## src/rtl/f2h_pkg.sv

```systemverilog
`timescale 1ns/1ps
package f2h_pkg;
    localparam int SP_EXP_W    = 8;
    localparam int SP_FRAC_W   = 23;
    localparam int HP_EXP_W    = 5;
    localparam int HP_FRAC_W   = 10;
    localparam int SP_W        = 1 + SP_EXP_W + SP_FRAC_W;
    localparam int HP_W        = 1 + HP_EXP_W + HP_FRAC_W;
    localparam int SP_BIAS     = 2 ** (SP_EXP_W - 1) - 1;
    localparam int HP_BIAS     = 2 ** (HP_EXP_W - 1) - 1;
    localparam int SIG_W       = SP_FRAC_W + 1;
    localparam int DROP_N      = SP_FRAC_W - HP_FRAC_W;
    localparam int KEEP_W      = HP_FRAC_W + 1;
    localparam int WORK_W      = SIG_W + 2;
    localparam int MAX_SH      = SIG_W + 1;
    localparam int SH_W        = $clog2(WORK_W);
    localparam int EXP_W       = SP_EXP_W + 2;
    localparam int EXP_OFS     = SP_BIAS - HP_BIAS;
    localparam int HP_EXP_ALL  = 2 ** HP_EXP_W - 1;
    localparam int NAN_KEEP    = HP_FRAC_W - 1;

    typedef enum logic [1:0] {
        RM_NEAREST = 2'd0,
        RM_UP      = 2'd1,
        RM_DOWN    = 2'd2,
        RM_ZERO    = 2'd3
    } rnd_mode_e;

    typedef enum logic [2:0] {
        CLS_ZERO, CLS_FIN, CLS_INF, CLS_QNAN, CLS_SNAN
    } cls_e;

    typedef struct packed {
        logic                    sign;
        cls_e                    cls;
        logic signed [EXP_W-1:0] hexp;
        logic [SIG_W-1:0]        sig;
        logic [NAN_KEEP-1:0]     nan_top;
    } operand_t;

    typedef struct packed {
        logic inexact;
        logic underflow;
        logic overflow;
        logic invalid;
    } fpflags_t;

    function automatic logic round_inc(input rnd_mode_e m, input logic sgn,
                                       input logic lsb, input logic gt,
                                       input logic tie, input logic nz);
        case (m)
            RM_NEAREST: return gt | (tie & lsb);
            RM_UP:      return ~sgn & nz;
            RM_DOWN:    return sgn & nz;
            default:    return 1'b0;
        endcase
    endfunction
endpackage

```

## src/rtl/f2h_classify.sv

```systemverilog
`timescale 1ns/1ps
module f2h_classify
    import f2h_pkg::*;
(
    input  logic [SP_W-1:0] operand,
    input  logic            flush_den,
    output operand_t        opd
);
    localparam logic signed [EXP_W-1:0] OFS_S = EXP_W'(EXP_OFS);

    logic [SP_EXP_W-1:0]  exp_f;
    logic [SP_FRAC_W-1:0] frac_f;
    logic [SP_EXP_W-1:0]  eff_exp;

    assign exp_f  = operand[SP_W-2 -: SP_EXP_W];
    assign frac_f = operand[SP_FRAC_W-1:0];

    always_comb begin
        eff_exp     = (exp_f == '0) ? SP_EXP_W'(1) : exp_f;
        opd.sign    = operand[SP_W-1];
        opd.sig     = {exp_f != '0, frac_f};
        opd.hexp    = $signed({2'b00, eff_exp}) - OFS_S;
        opd.nan_top = frac_f[SP_FRAC_W-2 -: NAN_KEEP];
        if (exp_f == '1) begin
            if (frac_f == '0)               opd.cls = CLS_INF;
            else if (frac_f[SP_FRAC_W-1])   opd.cls = CLS_QNAN;
            else                            opd.cls = CLS_SNAN;
        end else if (exp_f == '0 && (frac_f == '0 || flush_den)) begin
            opd.cls = CLS_ZERO;
        end else begin
            opd.cls = CLS_FIN;
        end
    end
endmodule

```

## src/rtl/f2h_round.sv

```systemverilog
`timescale 1ns/1ps
module f2h_round
    import f2h_pkg::*;
(
    input  logic                    sign,
    input  logic signed [EXP_W-1:0] hexp,
    input  logic [SIG_W-1:0]        sig,
    input  rnd_mode_e               mode,
    input  logic                    tin_before,
    input  logic                    alt_fmt,
    output logic [HP_W-1:0]         res,
    output fpflags_t                flg
);
    localparam logic signed [EXP_W-1:0] E_ZERO   = '0;
    localparam logic signed [EXP_W-1:0] E_ONE    = EXP_W'(1);
    localparam logic signed [EXP_W-1:0] SUB_BASE = EXP_W'(DROP_N + 1);
    localparam logic signed [EXP_W-1:0] SH_CAP   = EXP_W'(MAX_SH);
    localparam logic signed [EXP_W-1:0] MAXE_STD = EXP_W'(HP_EXP_ALL - 1);
    localparam logic signed [EXP_W-1:0] MAXE_ALT = EXP_W'(HP_EXP_ALL);

    logic                    is_sub, gt, tie, nz, inc, ovf, tiny;
    logic signed [EXP_W-1:0] sh_full, em1, max_e;
    logic [SH_W-1:0]         sh;
    logic [WORK_W-1:0]       work, mask_v, low, half_v;
    logic [KEEP_W-1:0]       kept;
    logic [HP_EXP_W-1:0]     field_lo;
    logic [HP_EXP_W:0]       max_f;
    logic [HP_W-1:0]         base, sum;

    always_comb begin
        is_sub  = (hexp <= E_ZERO);
        sh_full = SUB_BASE - hexp;
        if (!is_sub)              sh = SH_W'(DROP_N);
        else if (sh_full > SH_CAP) sh = SH_W'(MAX_SH);
        else                       sh = sh_full[SH_W-1:0];

        // split the significand into kept bits and dropped bits
        work   = WORK_W'(sig);
        mask_v = (WORK_W'(1) << sh) - WORK_W'(1);
        low    = work & mask_v;
        half_v = WORK_W'(1) << (sh - SH_W'(1));
        kept   = KEEP_W'(work >> sh);
        nz     = |low;
        gt     = low > half_v;
        tie    = low == half_v;
        inc    = round_inc(mode, sign, kept[0], gt, tie, nz);

        // hidden bit of a normal value adds the missing one to field_lo
        em1      = hexp - E_ONE;
        field_lo = is_sub ? '0 : em1[HP_EXP_W-1:0];
        base     = {1'b0, field_lo, {HP_FRAC_W{1'b0}}} + HP_W'(kept);
        sum      = base + HP_W'(inc);

        max_e = alt_fmt ? MAXE_ALT : MAXE_STD;
        max_f = alt_fmt ? (HP_EXP_W+1)'(HP_EXP_ALL) : (HP_EXP_W+1)'(HP_EXP_ALL - 1);
        ovf   = (hexp > max_e) || (sum[HP_W-1:HP_FRAC_W] > max_f);
        tiny  = is_sub && (tin_before || sum[HP_W-2:HP_FRAC_W] == '0);

        flg = '0;
        if (ovf) begin
            if (alt_fmt) begin
                res         = {sign, {(HP_W-1){1'b1}}};
                flg.invalid = 1'b1;
            end else begin
                res          = {sign, {HP_EXP_W{1'b1}}, {HP_FRAC_W{1'b0}}};
                flg.overflow = 1'b1;
                flg.inexact  = 1'b1;
            end
        end else begin
            res           = {sign, sum[HP_W-2:0]};
            flg.inexact   = nz;
            flg.underflow = nz & tiny;
        end
    end
endmodule

```

## src/rtl/f2h_convert.sv

```systemverilog
`timescale 1ns/1ps
module f2h_convert
    import f2h_pkg::*;
(
    input  logic        clk,
    input  logic        rst,
    input  logic [31:0] src_i,
    input  logic [1:0]  rnd_i,
    input  logic        tin_before_i,
    input  logic        flush_den_i,
    input  logic        alt_fmt_i,
    output logic [15:0] dst_o,
    output logic        flag_inexact_o,
    output logic        flag_underflow_o,
    output logic        flag_overflow_o,
    output logic        flag_invalid_o
);
    operand_t         opd;
    logic [HP_W-1:0]  rnd_res, nxt_res, dst_q;
    fpflags_t         rnd_flg, nxt_flg, flg_q;

    f2h_classify u_cls (
        .operand   (src_i),
        .flush_den (flush_den_i),
        .opd       (opd)
    );

    f2h_round u_rnd (
        .sign       (opd.sign),
        .hexp       (opd.hexp),
        .sig        (opd.sig),
        .mode       (rnd_mode_e'(rnd_i)),
        .tin_before (tin_before_i),
        .alt_fmt    (alt_fmt_i),
        .res        (rnd_res),
        .flg        (rnd_flg)
    );

    always_comb begin
        nxt_res = rnd_res;
        nxt_flg = rnd_flg;
        case (opd.cls)
            CLS_ZERO: begin
                nxt_res = {opd.sign, {(HP_W-1){1'b0}}};
                nxt_flg = '0;
            end
            CLS_INF: begin
                nxt_flg = '0;
                if (alt_fmt_i) begin
                    nxt_res         = {opd.sign, {(HP_W-1){1'b1}}};
                    nxt_flg.invalid = 1'b1;
                end else begin
                    nxt_res = {opd.sign, {HP_EXP_W{1'b1}}, {HP_FRAC_W{1'b0}}};
                end
            end
            CLS_QNAN, CLS_SNAN: begin
                nxt_flg         = '0;
                nxt_flg.invalid = alt_fmt_i || (opd.cls == CLS_SNAN);
                if (alt_fmt_i) nxt_res = {opd.sign, {(HP_W-1){1'b0}}};
                else           nxt_res = {opd.sign, {HP_EXP_W{1'b1}}, 1'b1, opd.nan_top};
            end
            default: ;
        endcase
    end

    always_ff @(posedge clk) begin
        if (rst) begin
            dst_q <= '0;
            flg_q <= '0;
        end else begin
            dst_q <= nxt_res;
            flg_q <= nxt_flg;
        end
    end

    assign dst_o            = dst_q;
    assign flag_inexact_o   = flg_q.inexact;
    assign flag_underflow_o = flg_q.underflow;
    assign flag_overflow_o  = flg_q.overflow;
    assign flag_invalid_o   = flg_q.invalid;

    assert_reset_clear_R1: assert property (@(posedge clk)
        rst |=> (dst_o == '0 && !flag_inexact_o && !flag_underflow_o
                 && !flag_overflow_o && !flag_invalid_o));

    assert_ovf_gives_inf_R6: assert property (@(posedge clk) disable iff (rst)
        flag_overflow_o |-> (dst_o[14:0] == 15'h7c00 && flag_inexact_o));

    assert_alt_no_overflow_R7: assert property (@(posedge clk) disable iff (rst)
        (!$past(rst) && $past(alt_fmt_i)) |-> !flag_overflow_o);

    assert_underflow_inexact_R9: assert property (@(posedge clk) disable iff (rst)
        flag_underflow_o |-> flag_inexact_o);

    assert_zero_in_R11: assert property (@(posedge clk) disable iff (rst)
        (!$past(rst) && $past(src_i[30:0]) == 31'd0) |->
        (dst_o[14:0] == 15'd0 && !flag_inexact_o && !flag_underflow_o
         && !flag_overflow_o && !flag_invalid_o));

    assert_nan_quiet_R12: assert property (@(posedge clk) disable iff (rst)
        (!$past(rst) && !$past(alt_fmt_i) && $past(src_i[30:23]) == 8'hff
         && $past(src_i[22:0]) != 23'd0) |-> (dst_o[14:9] == 6'h3f));
endmodule

```

## config.mk

```make
export PLATFORM = sky130hd
export DESIGN_NAME = f2h_convert
export DESIGN_NICKNAME = d
export VERILOG_FILES = /design/src/rtl/f2h_pkg.sv /design/src/rtl/f2h_classify.sv /design/src/rtl/f2h_round.sv /design/src/rtl/f2h_convert.sv
export SDC_FILE = /design/constraint.sdc
export NUM_CORES = 1
export LEC_CHECK = 0
export BUFFER_PORTS_ARGS = -buffer_cell sky130_fd_sc_hd__buf_2
export CAP_MARGIN = 10
export CELL_PAD_IN_SITES_DETAIL_PLACEMENT = 0
export CELL_PAD_IN_SITES_GLOBAL_PLACEMENT = 1
export CORE_MARGIN = 2
export CORE_UTILIZATION = 48
export CTS_BUF_LIST = sky130_fd_sc_hd__clkbuf_4 sky130_fd_sc_hd__clkbuf_8 sky130_fd_sc_hd__clkbuf_16
export DETAILED_ROUTE_END_ITERATION = 16
export GPL_TIMING_DRIVEN = 1
export PLACE_DENSITY_LB_ADDON = 0.1
export SLEW_MARGIN = 10
export SYNTH_ARGS = -nofsm -noshare
export SYNTH_HDL_FRONTEND = slang
export SYNTH_SLANG_ARGS = --single-unit
```

## constraint.sdc

```tcl
create_clock -name clk -period 14.5 [get_ports clk]
set_input_delay 0.725 -clock clk [delete_from_list [all_inputs] [get_ports clk]]
set_output_delay 0.725 -clock clk [all_outputs]
set_load 0.005 [all_outputs]
```

==> qor.yml <==
status:
  status: "completed"
timing:
  setup_viol: 0
  report.final.slew_viol_count: 0
  hold_violations: 0
  post-route-period-util: 0.6524
  fin_tns_setup_ns: 0
  min_period_ns: 9.459
  setup_ws_ns: 5.041
  rsz0062_at_grt: "false"
  slew_headroom: 0.1606
  max_freq_mhz: 105.7
  tightest_slew_ns: 1.249
die:
  core_mm2: 0.01089
  fp-row-count: 38
  die_area_mm2: 0.01208
  die_w_um: 109.9
  initial_core_util: 0.4947
  dieHeight_um: 109.9
  ioPinCount: 59
synthesis:
  syn_avg_cell_area_um2: 6.923
  netlist_instances: 778
  yosysSeqAreaShare: 0.07433
  synth_top_family_by_area: "compound AO/OA/AOI/OAI gates"
  synth_area_mm2: 0.005386
  ys_ff_latch: 20
  synth_top_area_frac: 0.09292
  yosysUniqueCellTypes: 98
  synth_area_leader_cell: "ha_1"
  synth_compound_area_frac: 0.3819
  synthMuxAreaShare: 0.04181
  synthFlopType: "dfxtp_1"
  synth_simple_gate_area_frac: 0.2959
  synth_xor_area_frac: 0.04878
  async_flop_share: 0
  syn_nets: 857
  synth_edf_count: 0
  yosysWarnings: 0
  synthTopCellsByArea: "ha_1 9.3%, dfxtp_1 7.4%, nand2_1 6.3%, o21ai_0 4.9%, a21oi_1 4.1%"
  synth_fa_ha_area_frac: 0.09292
layout:
  fin_util: 0.5294
  final_cell_mix: "91 x nand2_1, 58 x buf_2, 56 x nor2_1"
  area_growth_pct: 7.015
  final_common_cell: "nand2_1"
  diodes: 0
  layout.nets: 877
  drive_above_1_share: 0.1531
pwr:
  p_per_area_mw_per_mm2: 60.44
  pwr-share-seq: 0.178
  p_int_w: 0.0001649
  power_switching_w: 0.0001835
  leakagePower_nw: 2.202
  p_sw_frac: 0.5268
  p_clk_frac: 0.119
  ir_drop_mv: 0.07323
  power_frac_comb: 0.703
critical_path:
  cp_slowest_stage_delay_ns: 0.64
  startpoint: "src_i[27]"
  crit_type: "input port to flip-flop"
  crit_top_cell: "ha_1"
  worst_setup_path_start_kind: "input port"
  worstSetupEndpointType: "flip-flop"
  crit_required_ns: 14.67
  cp_max_fo: 30
  cp.arrival_ns: 9.63
  worstSetupEndpoint: "dst_o[7]"
  crit_slowest_cell: "nor2_2"
drt:
  drtAntennaViolNets: 0
  first_iter_violations: 843
  drc_errors: 0
  drt-total-wl_um: 23890
  avgRoutedWirePerCell_um: 25.49
  drt-vias-per-instance: 7.276
  dr_total_vias: 6818
  dr.pass1.iters: 5
clock_network:
  cts_setup_buffers: 0
  cts_root_buf: "clkbuf_8"
  clk_pin_slew_worst_paths_ns: 0.07
  htree_num_levels: 1
  clock-sinks: 20
  cts_tree: "built"
  numCtsBuffers: 3
  ctsResizeCount: 0
  cts_hold_buf: 0
  clk_path_buf_depth: 2
global_route:
  grt_pass1_wl_um: 35420
  grt_pass1_vias: 6048
  grt.overflow.total: 0
  antenna_found_initial: 0
  grtUsageTotal: 0.3854
  grt_max_degree: 39
placement:
  gp_congestion: 1.023
  hpwl_um: 17710
  place_ws_ns: 5.029
  io_buffers: 58
min_path:
  hp-start: "src_i[31]"
  hp-class: "input port to flip-flop"
job:
  drv_cap: 0
[routing by layer]
metal	track usage	up-vias	routed length, um
li1	-	3020	-
met4	0.1555	0	1128
met2	0.5973	483	10290
met5	0	-	0
met1	0.5323	3202	9921
met3	0.05513	113	2551
[Yosys cell counts, types with 4 or more instances]
cell type,instances
o21ai_0,53
nor3b_1,4
and2_1,11
o21a_1,11
o22ai_1,9
mux2i_1,18
nand2b_1,7
o2111ai_1,9
nor3_1,27
clkbuf_1,34
dfxtp_1,20
nand4_1,15
o31ai_1,4
a221oi_1,5
xnor2_1,14
a211oi_1,17
o221ai_1,5
o21ai_1,4
or4_1,5
inv_1,22
a31oi_1,12
or3_1,5
a21o_1,12
ha_1,40
o211ai_1,24
and3_1,5
nand3b_1,4
nor2_1,56
a21oi_1,44
buf_2,13
nand3_1,29
a32oi_1,4
nor4_1,14
a22oi_1,4
nand2_1,91
xor2_1,16
nor2b_1,9
[sequential cells by signal (all words and copies together) (netlist names)]
| register | cells |
|---|---|
| dst_o | 16 |
| flag_overflow_o | 1 |
| flag_invalid_o | 1 |
| flag_underflow_o | 1 |
| flag_inexact_o | 1 |
[cell families (layout without fill, tap and decap cells)]
group                    Yosys count  count (layout)
AO/OA/AOI/OAI                    279             279
XOR/XNOR                          30              30
adder cells (fa/ha/maj)           40              40
buffers and inverters             79              98
flip-flops                        20              20
multiplexers                      21              21
AND/OR/NAND/NOR                  309             309
[worst max-delay path, delay by kind of cell]
kind | cells | cell delay (ns)
compound gates | 7 | 1.39
xor+xnor | 1 | 0.22
fa+ha+maj | 6 | 1.45
buf+inv | 3 | 0.77
simple gates | 18 | 5.05
[area by class of cell]
cell class,count,area [um2]
multi-input cells,679,4659
well taps,140,175.2
clock buffers,4,55.05
flip-flops and latches,20,400.4
fillers,1122,5124
repair buffers,71,387.9
inverters,23,86.33
[stage by stage]
step / cell area [um2] / std cells / power (W) / hold slack (ns)
floorplan: 5386 / 778 / 0.0002245 / 0.7966
global placement: 5709 / 933 / 0.0002953 / 0.9790
detailed placement: 5709 / 933 / 0.0002969 / 0.9916
CTS: 5764 / 937 / 0.0003381 / 0.7249
global route: 5764 / 937 / 0.0003651 / 0.7368
finish: 5764 / 937 / 0.0003484 / 0.7199
[power groups by stage]
stage,sequential [W],combinational (W),clock (W)
2_1_floorplan,0.0000643,0.000160,0
3_3_place_gp,0.0000631,0.000232,0
3_5_place_dp,0.0000633,0.000234,0
4_1_cts,0.0000621,0.000235,0.0000413
5_1_grt,0.0000625,0.000259,0.0000434
6_report,0.0000620,0.000245,0.0000415
[worst min-delay path by stage]
stage                      endpoint  slack (ns)  cells past startpoint
final                     dst_o[15]        0.72                      2
after detailed placement  dst_o[15]        0.99                      2
after CTS                 dst_o[15]        0.72                      2
after global routing      dst_o[15]        0.74                      2
after global placement    dst_o[15]        0.98                      2
after floorplan           dst_o[15]        0.80                      1
No activity file was read; power rests on OpenSTA's default activity.
